===== src/rtl/gpx_pkg.sv =====
package gpx_pkg;
  localparam int CFG_SWRST = 7;
  localparam int CFG_RSVD  = 6;
  localparam int CFG_LP    = 5;
  localparam int CFG_WAKE  = 4;
  localparam int CFG_POL   = 3;
  localparam int CFG_PULSE = 2;
  localparam int CFG_MSKB  = 1;
  localparam int CFG_MSKA  = 0;

  // configuration bits cleared by the hardware reset
  typedef struct packed {
    logic lp;
    logic wake;
    logic pol;
    logic pulse;
  } cfg_hw_t;
endpackage


===== src/rtl/gpx_rst_sync.sv =====
module gpx_rst_sync #(
  parameter int STAGES = 2
) (
  input  logic clk,
  input  logic arst_n,
  output logic sync_rn
);
  logic [STAGES-1:0] chain_q;

  always_ff @(posedge clk or negedge arst_n) begin
    if (!arst_n) chain_q <= '0;
    else         chain_q <= {chain_q[STAGES-2:0], 1'b1};
  end

  assign sync_rn = chain_q[STAGES-1];
endmodule


===== src/rtl/gpx_cfg_reg.sv =====
module gpx_cfg_reg
  import gpx_pkg::*;
(
  input  logic       clk,
  input  logic       por_rn,
  input  logic       hw_rn,
  input  logic       wr_en,
  input  logic       sw_bit,
  input  logic [3:0] hw_bits,
  input  logic [1:0] mask_bits,
  input  logic       wake_evt,
  output cfg_hw_t    cfg_o,
  output logic [1:0] mask_o,
  output logic       sw_rst_o
);
  cfg_hw_t    cfg_q, cfg_d;
  logic [1:0] mask_q, mask_d;
  logic       swr_q, swr_d;
  logic       wake_clr;

  // a wake event beats a write to the low-power bit in the same cycle
  assign wake_clr = cfg_q.wake && cfg_q.lp && wake_evt;

  always_comb begin
    cfg_d  = cfg_q;
    mask_d = mask_q;
    swr_d  = wr_en && sw_bit;
    if (wr_en) begin
      cfg_d.lp    = hw_bits[3];
      cfg_d.wake  = hw_bits[2];
      cfg_d.pol   = hw_bits[1];
      cfg_d.pulse = hw_bits[0];
      mask_d      = mask_bits;
    end
    if (wake_clr) cfg_d.lp = 1'b0;
  end

  always_ff @(posedge clk or negedge hw_rn) begin
    if (!hw_rn) begin
      cfg_q <= '0;
      swr_q <= 1'b0;
    end else begin
      cfg_q <= cfg_d;
      swr_q <= swr_d;
    end
  end

  // masks only see the power-on reset
  always_ff @(posedge clk or negedge por_rn) begin
    if (!por_rn) mask_q <= '0;
    else         mask_q <= mask_d;
  end

  assign cfg_o    = cfg_q;
  assign mask_o   = mask_q;
  assign sw_rst_o = swr_q;
endmodule


===== src/rtl/gpx_edge_det.sv =====
module gpx_edge_det #(
  parameter int WIDTH = 8
) (
  input  logic             clk,
  input  logic             hw_rn,
  input  logic [WIDTH-1:0] gpi,
  input  logic             ien_we,
  input  logic             clr_we,
  input  logic [WIDTH-1:0] wdata,
  output logic [WIDTH-1:0] ien_o,
  output logic [WIDTH-1:0] pend_o,
  output logic [WIDTH-1:0] edge_o,
  output logic             evt_o
);
  logic [WIDTH-1:0] gpi_q, ien_q, ien_d, pend_q, pend_d, edge_v;
  logic             armed_q;

  // no edge is reported until the copy holds a real sample
  assign edge_v = armed_q ? ((gpi ^ gpi_q) & ien_q) : '0;

  always_comb begin
    ien_d  = ien_we ? wdata : ien_q;
    pend_d = pend_q;
    for (int i = 0; i < WIDTH; i++) begin
      if (clr_we && wdata[i]) pend_d[i] = 1'b0;
      if (edge_v[i])          pend_d[i] = 1'b1;
    end
  end

  always_ff @(posedge clk or negedge hw_rn) begin
    if (!hw_rn) begin
      gpi_q   <= '0;
      ien_q   <= '0;
      pend_q  <= '0;
      armed_q <= 1'b0;
    end else begin
      gpi_q   <= gpi;
      ien_q   <= ien_d;
      pend_q  <= pend_d;
      armed_q <= 1'b1;
    end
  end

  assign ien_o  = ien_q;
  assign pend_o = pend_q;
  assign edge_o = edge_v;
  assign evt_o  = |edge_v;
endmodule


===== src/rtl/gpx_irq_out.sv =====
module gpx_irq_out #(
  parameter int PULSE_LEN = 4
) (
  input  logic clk,
  input  logic hw_rn,
  input  logic evt,
  input  logic pend_any,
  input  logic pulse_mode,
  input  logic active_high,
  input  logic lowpwr,
  output logic irq_act,
  output logic irq_o
);
  localparam int CNT_W = $clog2(PULSE_LEN + 1);

  logic [CNT_W-1:0] cnt_q, cnt_d;
  logic             pulse_ok;

  assign pulse_ok = pulse_mode && !lowpwr;

  always_comb begin
    if (!pulse_ok)           cnt_d = '0;
    else if (evt)            cnt_d = CNT_W'(PULSE_LEN);
    else if (cnt_q != '0)    cnt_d = cnt_q - CNT_W'(1);
    else                     cnt_d = cnt_q;
  end

  always_ff @(posedge clk or negedge hw_rn) begin
    if (!hw_rn) cnt_q <= '0;
    else        cnt_q <= cnt_d;
  end

  assign irq_act = pulse_mode ? (pulse_ok && (cnt_q != '0)) : pend_any;
  assign irq_o   = active_high ? irq_act : !irq_act;
endmodule


===== src/rtl/gpx_cfg_irq.sv =====
module gpx_cfg_irq
  import gpx_pkg::*;
#(
  parameter int          ADDR_W    = 8,
  parameter int          DATA_W    = 8,
  parameter int          STRAP_W   = 3,
  parameter int          PULSE_LEN = 4,
  parameter int          SYNC_LEN  = 2,
  parameter logic [7:0]  CFG_ADDR  = 8'h22,
  parameter logic [7:0]  IEN_ADDR  = 8'h06,
  parameter logic [7:0]  PEND_ADDR = 8'h07
) (
  input  logic              clk,
  input  logic              por_n,
  input  logic              rst_n,
  input  logic [ADDR_W-1:0] reg_addr,
  input  logic [DATA_W-1:0] reg_wdata,
  input  logic              reg_we,
  output logic [DATA_W-1:0] reg_rdata,
  input  logic [DATA_W-1:0] gpi_in,
  input  logic [STRAP_W-1:0] strap_in,
  output logic              irq_o,
  output logic              lowpwr_o,
  output logic              sw_rst_o,
  output logic [1:0]        grp_rst_mask_o,
  output logic [STRAP_W-1:0] dev_addr_o
);
  logic              por_rn, hw_rn, hw_raw_n;
  logic              cfg_sel, ien_sel, pend_sel;
  cfg_hw_t           cfg_q;
  logic [1:0]        mask_q;
  logic [DATA_W-1:0] ien_q, pend_q, edge_vec;
  logic              evt_any, irq_act;
  logic              cfg_pulse, cfg_wake;
  logic [STRAP_W-1:0] strap_q;
  logic [DATA_W-1:0] cfg_rd;

  assign hw_raw_n = por_n && rst_n;

  gpx_rst_sync #(.STAGES(SYNC_LEN)) u_por_sync (
    .clk(clk), .arst_n(por_n), .sync_rn(por_rn));
  gpx_rst_sync #(.STAGES(SYNC_LEN)) u_hw_sync (
    .clk(clk), .arst_n(hw_raw_n), .sync_rn(hw_rn));

  assign cfg_sel  = (reg_addr == ADDR_W'(CFG_ADDR));
  assign ien_sel  = (reg_addr == ADDR_W'(IEN_ADDR));
  assign pend_sel = (reg_addr == ADDR_W'(PEND_ADDR));

  gpx_cfg_reg u_cfg (
    .clk      (clk),
    .por_rn   (por_rn),
    .hw_rn    (hw_rn),
    .wr_en    (reg_we && cfg_sel),
    .sw_bit   (reg_wdata[CFG_SWRST]),
    .hw_bits  (reg_wdata[CFG_LP:CFG_PULSE]),
    .mask_bits(reg_wdata[CFG_MSKB:CFG_MSKA]),
    .wake_evt (evt_any),
    .cfg_o    (cfg_q),
    .mask_o   (mask_q),
    .sw_rst_o (sw_rst_o)
  );

  gpx_edge_det #(.WIDTH(DATA_W)) u_edge (
    .clk   (clk),
    .hw_rn (hw_rn),
    .gpi   (gpi_in),
    .ien_we(reg_we && ien_sel),
    .clr_we(reg_we && pend_sel),
    .wdata (reg_wdata),
    .ien_o (ien_q),
    .pend_o(pend_q),
    .edge_o(edge_vec),
    .evt_o (evt_any)
  );

  assign cfg_pulse = cfg_q.pulse;
  assign cfg_wake  = cfg_q.wake;

  gpx_irq_out #(.PULSE_LEN(PULSE_LEN)) u_irq (
    .clk        (clk),
    .hw_rn      (hw_rn),
    .evt        (evt_any),
    .pend_any   (|pend_q),
    .pulse_mode (cfg_pulse),
    .active_high(cfg_q.pol),
    .lowpwr     (cfg_q.lp),
    .irq_act    (irq_act),
    .irq_o      (irq_o)
  );

  // straps follow the pins while the hardware reset is held
  always_ff @(posedge clk) begin
    if (!hw_rn) strap_q <= strap_in;
  end

  always_comb begin
    cfg_rd                        = '0;
    cfg_rd[CFG_LP]                = cfg_q.lp;
    cfg_rd[CFG_WAKE]              = cfg_q.wake;
    cfg_rd[CFG_POL]               = cfg_q.pol;
    cfg_rd[CFG_PULSE]             = cfg_q.pulse;
    cfg_rd[CFG_MSKB:CFG_MSKA]     = mask_q;
  end

  always_comb begin
    if (cfg_sel)       reg_rdata = cfg_rd;
    else if (ien_sel)  reg_rdata = ien_q;
    else if (pend_sel) reg_rdata = pend_q;
    else               reg_rdata = '0;
  end

  assign lowpwr_o       = cfg_q.lp;
  assign grp_rst_mask_o = mask_q;
  assign dev_addr_o     = strap_q;
endmodule


===== config.mk =====
export PLATFORM = sky130hd
export DESIGN_NAME = gpx_cfg_irq
export DESIGN_NICKNAME = d
export VERILOG_FILES = /design/src/rtl/gpx_pkg.sv /design/src/rtl/gpx_rst_sync.sv /design/src/rtl/gpx_cfg_reg.sv /design/src/rtl/gpx_edge_det.sv /design/src/rtl/gpx_irq_out.sv /design/src/rtl/gpx_cfg_irq.sv
export SDC_FILE = /design/constraint.sdc
export NUM_CORES = 1
export LEC_CHECK = 0
export ABC_AREA = 1
export BUFFER_PORTS_ARGS = -buffer_cell sky130_fd_sc_hd__buf_2
export CAP_MARGIN = 15
export CORE_MARGIN = 5
export CORE_UTILIZATION = 50
export CTS_CLUSTER_SIZE = 10
export DETAILED_ROUTE_END_ITERATION = 10
export GPL_TIMING_DRIVEN = 0
export PLACE_DENSITY_LB_ADDON = 0.05
export SLEW_MARGIN = 30
export SYNTH_ARGS = -nofsm -noshare
export SYNTH_HDL_FRONTEND = slang
export SYNTH_SLANG_ARGS = --single-unit

===== constraint.sdc =====
create_clock -name clk -period 2.4 [get_ports clk]
set_input_delay 0.24 -clock clk [delete_from_list [all_inputs] [get_ports clk]]
set_output_delay 0.24 -clock clk [all_outputs]
set_load 0.02 [all_outputs]

==> results of run 1 <==
-- what timing repair did --
| item | 4_1_cts | 5_1_grt |
|---|---|---|
| endpoints found under the hold margin | 4 | 0 |
| endpoints found under the setup margin | 0 | 0 |
| hold buffers | 2 | 0 |
-- flip-flops by register name, summed over array words and instances, names as in the netlist --
signal / count
u_edge.gpi_q: 8
u_cfg.mask_o: 2
dev_addr_o: 3
u_irq.cnt_q: 3
u_edge.pend_o: 8
u_por_sync.chain_q: 2
u_edge.ien_o: 8
u_hw_sync.chain_q: 2
u_cfg.cfg_o: 4
u_cfg.sw_rst_o: 1
u_edge.armed_q: 1
-- area by class of cell --
cell class | instances | area (um^2) | area share [%]
Clock buffer | 5 | 68.82 | 2.753
Timing Repair Buffer | 49 | 277.8 | 11.11
Tap cell | 50 | 62.56 | 2.503
Sequential cell | 42 | 1067 | 42.69
Inverter | 50 | 187.7 | 7.508
Multi-Input combinational cell | 160 | 800.8 | 32.03
Buffer | 2 | 18.77 | 0.7508
Clock inverter | 3 | 16.27 | 0.6507
-- per-stage QoR --
step | setup WS (ns) | std cells | power [mW]
2_1_floorplan | 0.8796 | 254 | 0.9962
3_3_place_gp | 0.4815 | 350 | 1.090
3_5_place_dp | 0.6535 | 351 | 1.102
4_1_cts | 0.5157 | 361 | 1.548
5_1_grt | 0.3121 | 361 | 1.638
6_report | 0.5310 | 361 | 1.541
-- worst max-delay path by stage --
stage | from | cells after the start | slack [ns] | endpoint
6_report | u_irq.cnt_q[0] | 9 | 0.53 | irq_o
5_1_grt | u_irq.cnt_q[0] | 9 | 0.31 | irq_o
4_1_cts | u_irq.cnt_q[0] | 9 | 0.52 | irq_o
3_5_place_dp | reg_addr[6] | 9 | 0.65 | reg_rdata[2]
3_3_place_gp | u_hw_sync.chain_q[1] | 1 | 0.48 | dev_addr_o[0]
2_1_floorplan | u_hw_sync.chain_q[1] | 1 | 0.88 | dev_addr_o[0]
-- cells by family (layout without fill, tap and decap cells) --
| family | Yosys count | count (layout) |
|---|---|---|
| xor gates and xnor gates | 1 | 1 |
| adders and majority gates | 2 | 2 |
| DFF | 42 | 42 |
| AOI/OAI and AO/OA | 24 | 24 |
| buffers and inverters | 52 | 109 |
| and+or+nand+nor | 130 | 130 |
| other | 1 | 3 |
-- power breakdown --
| part | switching, mW | leakage (nW) | internal (mW) | total, mW |
|---|---|---|---|---|
| Sequential | 0.0408 | 0.451 | 0.764 | 0.805 |
| Clock | 0.254 | 0.0416 | 0.199 | 0.453 |
| Combinational | 0.172 | 0.920 | 0.112 | 0.284 |
-- metal layers --
layer / routed length (um) / up-vias / share of wire [%]
li1: - / 884 / -
met3: 313 / 12 / 7.1
met4: 121 / 0 / 2.8
met5: 0 / - / 0
met2: 1931 / 50 / 44
met1: 2012 / 750 / 46
-- placed cells by master (no fill, tap or decap), drive strengths merged, types with 3 or more instances in the layout --
master / count
dfrtp: 39
nand2: 94
nor2: 11
buf: 48
nor3: 5
edfxtp: 3
nand3b: 5
o21ai: 11
conb: 3
inv: 50
a21oi: 4
nand3: 13
o211ai: 6
clkbuf: 6
==> run_results.csv, run 1 <==
group,metric,value,unit
logic_synthesis,synth_top_family_by_area,"simple AND/OR/NAND/NOR gates",
global_route,grt_busiest_layer,"met2",
global_route,use_met1,24.39,%
critical_path,slowest_stage,"dfrtp_1",
cells_and_area,diodes,0,
global_route,grtUsageMet2,28.35,%
cells_and_area,final_area,2500,um^2
sta,rsz0062_at_grt,"false",
global_route,overflow,0,
place,place_congestion,0.7724,
detailed_routing,drt-total-wl,4379,um
sta,final.setup_skew,0.006458,ns
logic_synthesis,synth_top_area_cell,"dfrtp_1",
floorplan,num_rows,23,
logic_synthesis,synth_cells,252,
critical_path,worst-path-max-fanout,3,
floorplan,start_util,51.64,%
place,placed_area,2395,um^2
sta,setup_viol,0,
critical_path,worstSetupEndpointType,"output port",
cells_and_area,synthToLayoutAreaGrowth,21.02,%
floorplan,ios,47,
worst_hold_path,hp-class,"flip-flop to async pin",
logic_synthesis,synth_edf_count,3,
sta,min_period,1.869,ns
global_route,grt_pass1_wl,7534,um
cells_and_area,drive_gt1_share,23.15,%
logic_synthesis,synth_compound_area_share,7.147,%
power,max-vdd-ir-drop,447.0,uV
logic_synthesis,synthTopCellsByCount,"nand2_1 (90), inv_1 (48), dfrtp_1 (39), nand3_1 (12), o21ai_0 (9)",
critical_path,reg2reg_depth,8,
clocking,htree_levels,2,
clocking,clk_path_buf_depth,2,
detailed_routing,dr.pass1.iters,4,
global_route,grt_max_degree,22,
logic_synthesis,yosysSeqAreaShare,51.61,%
floorplan,die_w,74.28,um
clocking,clkSlewWorstSetupHoldPaths,0.09,ns
critical_path,crit_required,2.16,ns
logic_synthesis,ys_top_cells_by_area,"dfrtp_1 (47%), nand2_1 (16%), inv_1 (8.7%)",
logic_synthesis,yosys.area_share.xor_xnor,0.4240,%
cells_and_area,layout.nets,343,
critical_path,setup.worst_path.start_class,"flip-flop",
critical_path,path_buf_inv,4,
critical_path,r2r_start,"u_edge.armed_q",
critical_path,cpMostUsedCell,"inv_1",
detailed_routing,vias_per_cell,4.698,
clocking,clock_latency,0.30,ns
sta,slew_viol_final,0,
detailed_routing,route.detailed.wl_per_inst,12.13,um
power,powerDensity,616.6,nW/um^2
critical_path,r2r-end,"u_irq.cnt_q[1]",
place,dp_hpwl,3428,um
power,p_leak,1.412,nW
clocking,cts_sinks,42,
detailed_routing,vias,1696,
logic_synthesis,synth-async-reset-ratio,92.86,%
cells_and_area,fillers,385,
detailed_routing,drt-initial-drc-count,123,
critical_path,worst-setup-path-type,"flip-flop to output port",
job,max_cap_violations,0,
clocking,cts_tree,"built",
sta,hold_viol,0,
sta,fmax,535.0,MHz
logic_synthesis,synth-seq-cells,42,
logic_synthesis,synthAdderAreaFrac,1.211,%
logic_synthesis,yosysMostFrequentCell,"nand2_1",
sta,hold_slack,0.02821,ns
cells_and_area,fin_util,62.50,%
outcome,status,"completed",
global_route,grt_pass1_vias,1659,
logic_synthesis,ys_types,30,
logic_synthesis,syn_area,2066,um^2
clocking,cts_inserted_buffers,5,
global_route,grt_usage,18.41,%
critical_path,critical-path-top-delay-family,"buffers and inverters",
global_route,use_met3,5.135,%
clocking,root_buffer,"clkbuf_8",
critical_path,r2r_slack,1.01,ns
critical_path,arrival,1.63,ns
floorplan,die_h,74.28,um
logic_synthesis,yosysWarnings,0,
critical_path,cpPeakStageDelay,0.35,ns
floorplan,die-area,5517,um^2
logic_synthesis,synth.area.mux_share,0,%
logic_synthesis,synth_top_area_share,47.24,%
floorplan,coreArea,4000,um^2
logic_synthesis,synth_area_per_cell,8.197,um^2
detailed_routing,drc,0,
sta,period_share,77.88,%
sta,tns,0,ns
place,port_buffers,46,
critical_path,path_cells,"inv_1 -> ha_1 -> inv_1 -> nor2_1 -> inv_1 -> nand2_1 -> nand2_1 -> xor2_1 -> buf_2",
global_route,antenna_found_initial,0,
logic_synthesis,yosys.area_share.simple,29.44,%
logic_synthesis,synth_top_flop_cell,"dfrtp_1",
clocking,cts_setup_buffers,0,
detailed_routing,postRouteAntennaNets,0,
clocking,post_cts_resized,0,
No activity file was read; power rests on OpenSTA's default activity.
==> inputs of run 2 (changes only) <==
Settings changed: ABC_AREA 1 to 0.
Clock period 2.4 ns to 1.72 ns, I/O delays scaled along.
==> run_results.csv, run 2 <==
group,metric,value,unit
critical_path,path_buf_inv,1,
logic_synthesis,synth_top_area_share,50.55,%
clocking,cts_sinks,42,
floorplan,ios,47,
critical_path,worst-setup-path-type,"flip-flop to output port",
critical_path,worstSetupEndpointType,"output port",
clocking,cts_inserted_buffers,5,
global_route,overflow,0,
sta,tns,-0.03602,ns
logic_synthesis,synth-async-reset-ratio,92.86,%
sta,fmax,569.5,MHz
global_route,grt_pass1_vias,1553,
logic_synthesis,yosysMostFrequentCell,"dfrtp_1",
logic_synthesis,yosysSeqAreaShare,55.22,%
sta,period_share,102.1,%
critical_path,slowest_stage,"dfrtp_1",
power,max-vdd-ir-drop,562.3,uV
critical_path,path_cells,"nor4_2 -> a21oi_1 -> a31oi_1 -> xor2_1 -> buf_4",
sta,fin_ws,-0.03602,ns
sta,hold_slack,0.01004,ns
worst_hold_path,hp-class,"input pin to flip-flop",
cells_and_area,drive_gt1_share,37.50,%
floorplan,num_rows,22,
global_route,antenna_found_initial,0,
cells_and_area,layout.nets,256,
place,place_congestion,0.8282,
place,port_buffers,45,
floorplan,coreArea,3689,um^2
sta,min_period,1.756,ns
cells_and_area,synthToLayoutAreaGrowth,26.31,%
global_route,grt_usage,18.18,%
logic_synthesis,synth_area_per_cell,12.07,um^2
logic_synthesis,ys_types,34,
logic_synthesis,synth_edf_count,3,
detailed_routing,drt-initial-drc-count,81,
sta,relSlewSlack,51.24,%
outcome,status,"complete, but fails checks",
place,post-place-ws,-0.1590,ns
power,powerDensity,884.7,nW/um^2
detailed_routing,vias,1482,
place,dp_hpwl,3108,um
critical_path,worst-path-max-fanout,2,
detailed_routing,route.detailed.wl_per_inst,16.08,um
clocking,clk_path_buf_depth,2,
floorplan,die-area,5204,um^2
logic_synthesis,synth_top_area_cell,"dfrtp_1",
logic_synthesis,yosysWarnings,0,
clocking,root_buffer,"clkbuf_8",
detailed_routing,postRouteAntennaNets,0,
detailed_routing,drt-total-wl,4375,um
cells_and_area,layout_commonest_cell,"buf_2",
sta,rsz0062_at_grt,"true",
floorplan,start_util,52.34,%
sta,tightest_slew,0.7314,ns
logic_synthesis,synth_cells,160,
critical_path,crit_required,1.55,ns
floorplan,die_h,72.14,um
critical_path,r2r_slack,0.04,ns
global_route,grt_max_degree,35,
logic_synthesis,ys_top_cells_by_area,"dfrtp_1 (51%), mux2_4 (6.2%), mux2i_1 (4.7%)",
cells_and_area,layout_common_cells,"buf_2 (44), dfrtp_1 (37), nand2_1 (14)",
clocking,cts_tree,"built",
sta,hold_viol,0,
floorplan,die_w,72.14,um
sta,setup_viol,1,
clocking,htree_levels,2,
sta,slew_viol_final,0,
global_route,grt_pass1_wl,7293,um
logic_synthesis,synth-seq-cells,42,
detailed_routing,vias_per_cell,5.449,
power,p_leak,1.229,nW
critical_path,arrival,1.58,ns
detailed_routing,drc,0,
outcome,violations,"negative setup slack",
critical_path,cpPeakStageDelay,0.41,ns
logic_synthesis,synthTopCellsByCount,"dfrtp_1 (39), nand2_1 (14), nand3_1 (11), mux2i_1 (9), o21ai_0 (9)",
clocking,clkSlewWorstSetupHoldPaths,0.08,ns
critical_path,setup.worst_path.start_class,"flip-flop",
sta,final.setup_skew,0.007098,ns
job,max_cap_violations,0,
detailed_routing,dr.pass1.iters,4,
cells_and_area,diodes,0,
clocking,clock_latency,0.29,ns
critical_path,critical-path-top-delay-family,"flip-flops",
logic_synthesis,syn_area,1931,um^2
logic_synthesis,synth_top_flop_cell,"dfrtp_1",
run 2: layout make-up:
type / count / area (um^2)
fill: 316 / 1250
clock inverter: 1 / 5.005
sequential: 42 / 1069
inverter: 5 / 18.77
buffer: 5 / 30.03
clock buffer: 7 / 86.33
multi-input combinational: 109 / 854.6
timing repair buffer: 55 / 315.3
tap: 48 / 60.06
run 2: worst paths after layout:
| kind | start | endpoint | cells past startpoint |
|---|---|---|---|
| worst max register to register | u_edge.armed_q | u_irq.cnt_q[2] | 4 |
| worst max-delay path | u_edge.pend_o[7] | irq_o | 5 |
| min in group asynchronous | u_por_sync.chain_q[1] | u_cfg.mask_o[0] | 0 |
| worst min-delay path | gpi_in[6] | u_edge.gpi_q[6] | 1 |
| max in group asynchronous | u_hw_sync.chain_q[1] | u_edge.armed_q | 0 |
| worst min register to register | u_por_sync.chain_q[1] | u_cfg.mask_o[0] | 0 |
run 2: kinds of logic after synthesis:
group                    count (synthesis)  synth area share, %
adder cells (fa/ha/maj)                  2                1.296
AO/OA/AOI/OAI                           24                8.749
buffers and inverters                   11                2.528
flip-flops                              42                55.22
multiplexers                            22                13.80
XOR/XNOR                                10                4.537
other                                    1               0.1942
AND/OR/NAND/NOR                         48                13.68
run 2: metrics by stage:
| stage | area, um^2 | instances | total power, mW | utilization (%) |
|---|---|---|---|---|
| 3_5_place_dp | 2225 | 255 | 1.447 | 60.31 |
| 4_1_cts | 2379 | 267 | 2.136 | 64.48 |
| 2_1_floorplan | 1938 | 162 | 1.332 | - |
| 3_3_place_gp | 2223 | 255 | 1.436 | 60.28 |
| 6_report | 2439 | 272 | 2.158 | 66.11 |
| 5_1_grt | 2439 | 272 | 2.272 | 66.11 |
run 2: repair_timing:
| action | CTS | global route |
|---|---|---|
| hold buffers | 2 | 3 |
| gates resized for setup | 7 | 6 |
| setup endpoints to repair | 6 | 12 |
| pin swaps | 5 | 4 |
| hold endpoints to repair | 4 | 3 |
| setup buffers | 3 | 2 |
run 2: routing by layer:
layer	global-route usage, %	vias up	share of wire (%)
met5	0	-	0
met4	7.098	0	1.3
met2	30.03	47	50
li1	-	698	-
met3	4.848	6	5.7
met1	22.67	731	43
run 2: power by group:
| part | leakage, nW | internal (mW) | total, mW | switching [mW] |
|---|---|---|---|---|
| logic | 0.650 | 0.174 | 0.327 | 0.153 |
| clock network | 0.0482 | 0.324 | 0.653 | 0.329 |
| registers | 0.530 | 1.09 | 1.18 | 0.0920 |
| total | 1.23 | 1.58 | 2.16 | 0.574 |
==> inputs of run 3 (changes only) <==
Settings changed: RECOVER_POWER set to 50.
==> run_results.csv, run 3 (synthesis gave the netlist of run 2 again) <==
group,metric,value,unit
floorplan,die_w,72.14,um
critical_path,cpPeakStageDelay,0.41,ns
global_route,grt_pass1_vias,1553,
sta,slew_viol_final,0,
sta,hold_slack,0.01990,ns
sta,rsz0062_at_grt,"true",
floorplan,start_util,52.34,%
global_route,grt_usage,18.18,%
detailed_routing,postRouteAntennaNets,0,
clocking,cts_tree,"built",
sta,fin_ws,-0.03603,ns
critical_path,arrival,1.58,ns
floorplan,coreArea,3689,um^2
clocking,clk_path_buf_depth,2,
worst_hold_path,hold_depth,1,
cells_and_area,final_area,2427,um^2
sta,min_period,1.756,ns
cells_and_area,drive_gt1_share,33.48,%
global_route,grt_pass1_wl,7293,um
cells_and_area,layout.nets,256,
worst_hold_path,hp-class,"input pin to flip-flop",
place,post-place-ws,-0.1590,ns
place,dp_hpwl,3108,um
global_route,overflow,0,
outcome,violations,"negative setup slack",
sta,tns,-0.03603,ns
clocking,cts_sinks,42,
detailed_routing,dr.pass1.iters,4,
cells_and_area,synthToLayoutAreaGrowth,25.73,%
place,port_buffers,45,
place,place_congestion,0.8282,
detailed_routing,drc,0,
floorplan,num_rows,22,
cells_and_area,fillers,324,
global_route,grt_max_degree,35,
cells_and_area,seqCellArea,1069,um^2
sta,setup_viol,1,
clocking,root_buffer,"clkbuf_8",
critical_path,worstSetupEndpointType,"output port",
clocking,clock_latency,0.29,ns
floorplan,die-area,5204,um^2
critical_path,worst-path-max-fanout,2,
clocking,htree_levels,2,
global_route,antenna_found_initial,0,
power,max-vdd-ir-drop,562.6,uV
power,p_leak,1.203,nW
sta,period_share,102.1,%
clocking,clkSlewWorstSetupHoldPaths,0.08,ns
sta,final.setup_skew,0.007072,ns
critical_path,path_cells,"nor4_2 -> a21oi_1 -> a31oi_1 -> xor2_1 -> buf_4",
cells_and_area,diodes,0,
cells_and_area,fin_util,65.81,%
detailed_routing,vias_per_cell,5.456,
place,placed_area,2225,um^2
power,powerDensity,887.5,nW/um^2
critical_path,worst-setup-path-type,"flip-flop to output port",
sta,fmax,569.5,MHz
detailed_routing,drt-initial-drc-count,81,
outcome,status,"complete, but fails checks",
cells_and_area,layout_commonest_cell,"dfrtp_1",
sta,relSlewSlack,51.22,%
cells_and_area,multiInputGateArea,854.6,um^2
detailed_routing,vias,1484,
floorplan,ios,47,
sta,hold_viol,0,
clocking,cts_inserted_buffers,5,
detailed_routing,route.detailed.wl_per_inst,16.08,um
critical_path,slowest_stage,"dfrtp_1",
floorplan,die_h,72.14,um
cells_and_area,layout_common_cells,"dfrtp_1 (37), buf_2 (35), nand2_1 (14)",
detailed_routing,drt-total-wl,4375,um
critical_path,setup.worst_path.start_class,"flip-flop",
sta,tightest_slew,0.7317,ns
job,max_cap_violations,0,
critical_path,crit_required,1.55,ns
critical_path,reg2reg_depth,4,
## run 3: cell count changes in the layout (fill, tap and decap cells not counted), sizes merged
cell / previous run / this run
buf: 51 / 42
clkbuf: 11 / 20
## run 3: final cells by class
| type | count | area share (%) |
|---|---|---|
| sequential | 42 | 44.02 |
| multi-input combinational | 109 | 35.21 |
| timing repair buffer | 55 | 12.53 |
| clock buffer | 7 | 3.557 |
| tap | 48 | 2.474 |
| buffer | 5 | 1.237 |
| inverter | 5 | 0.7732 |
| clock inverter | 1 | 0.2062 |
## run 3: repair_timing
item / CTS / global route
endpoints found under the setup margin: 6 / 12
hold endpoints to repair: 4 / 3
pin swaps: 5 / 4
resized for setup: 7 / 6
hold buffers: 2 / 3
setup buffers: 3 / 2
## run 3: critical path, delay by kind of cell, from the launching register on
family / cells / cell delay [ns]
and+or+nand+nor: 1 / 0.28
xor gates and xnor gates: 1 / 0.17
buffers and inverters: 1 / 0.16
AOI/OAI and AO/OA: 2 / 0.28
DFF: 1 / 0.41
## run 3: where the power goes
group	internal [mW]	leakage (nW)	switching [mW]	total, mW
clock	0.324	0.0482	0.328	0.652
combinational	0.171	0.625	0.153	0.324
sequential	1.09	0.530	0.0921	1.18
## run 3: per-layer routing
layer	GRT usage, %	vias to the layer above	part of all wire (%)
met5	0	-	0
met4	7.098	0	1.3
met3	4.848	6	5.8
met2	30.03	47	50
met1	22.67	732	42
li1	-	699	-
## run 3: through the flow
stage               instances  power (mW)
global route              272       2.269
finish                    272       2.154
global placement          255       1.436
detailed placement        255       1.447
floorplan                 162       1.332
CTS                       267       2.136
## run 3: final timing paths
check,start,end,slack [ns]
hold / removal,gpi_in[6],u_edge.gpi_q[6],0.02
hold reg to reg,u_por_sync.chain_q[1],u_cfg.mask_o[0],0.03
min in group asynchronous,u_por_sync.chain_q[1],u_cfg.mask_o[0],0.03
setup / recovery,u_edge.pend_o[7],irq_o,-0.04
max in group asynchronous,u_hw_sync.chain_q[1],u_edge.armed_q,0.88
setup reg to reg,u_edge.armed_q,u_irq.cnt_q[2],0.04
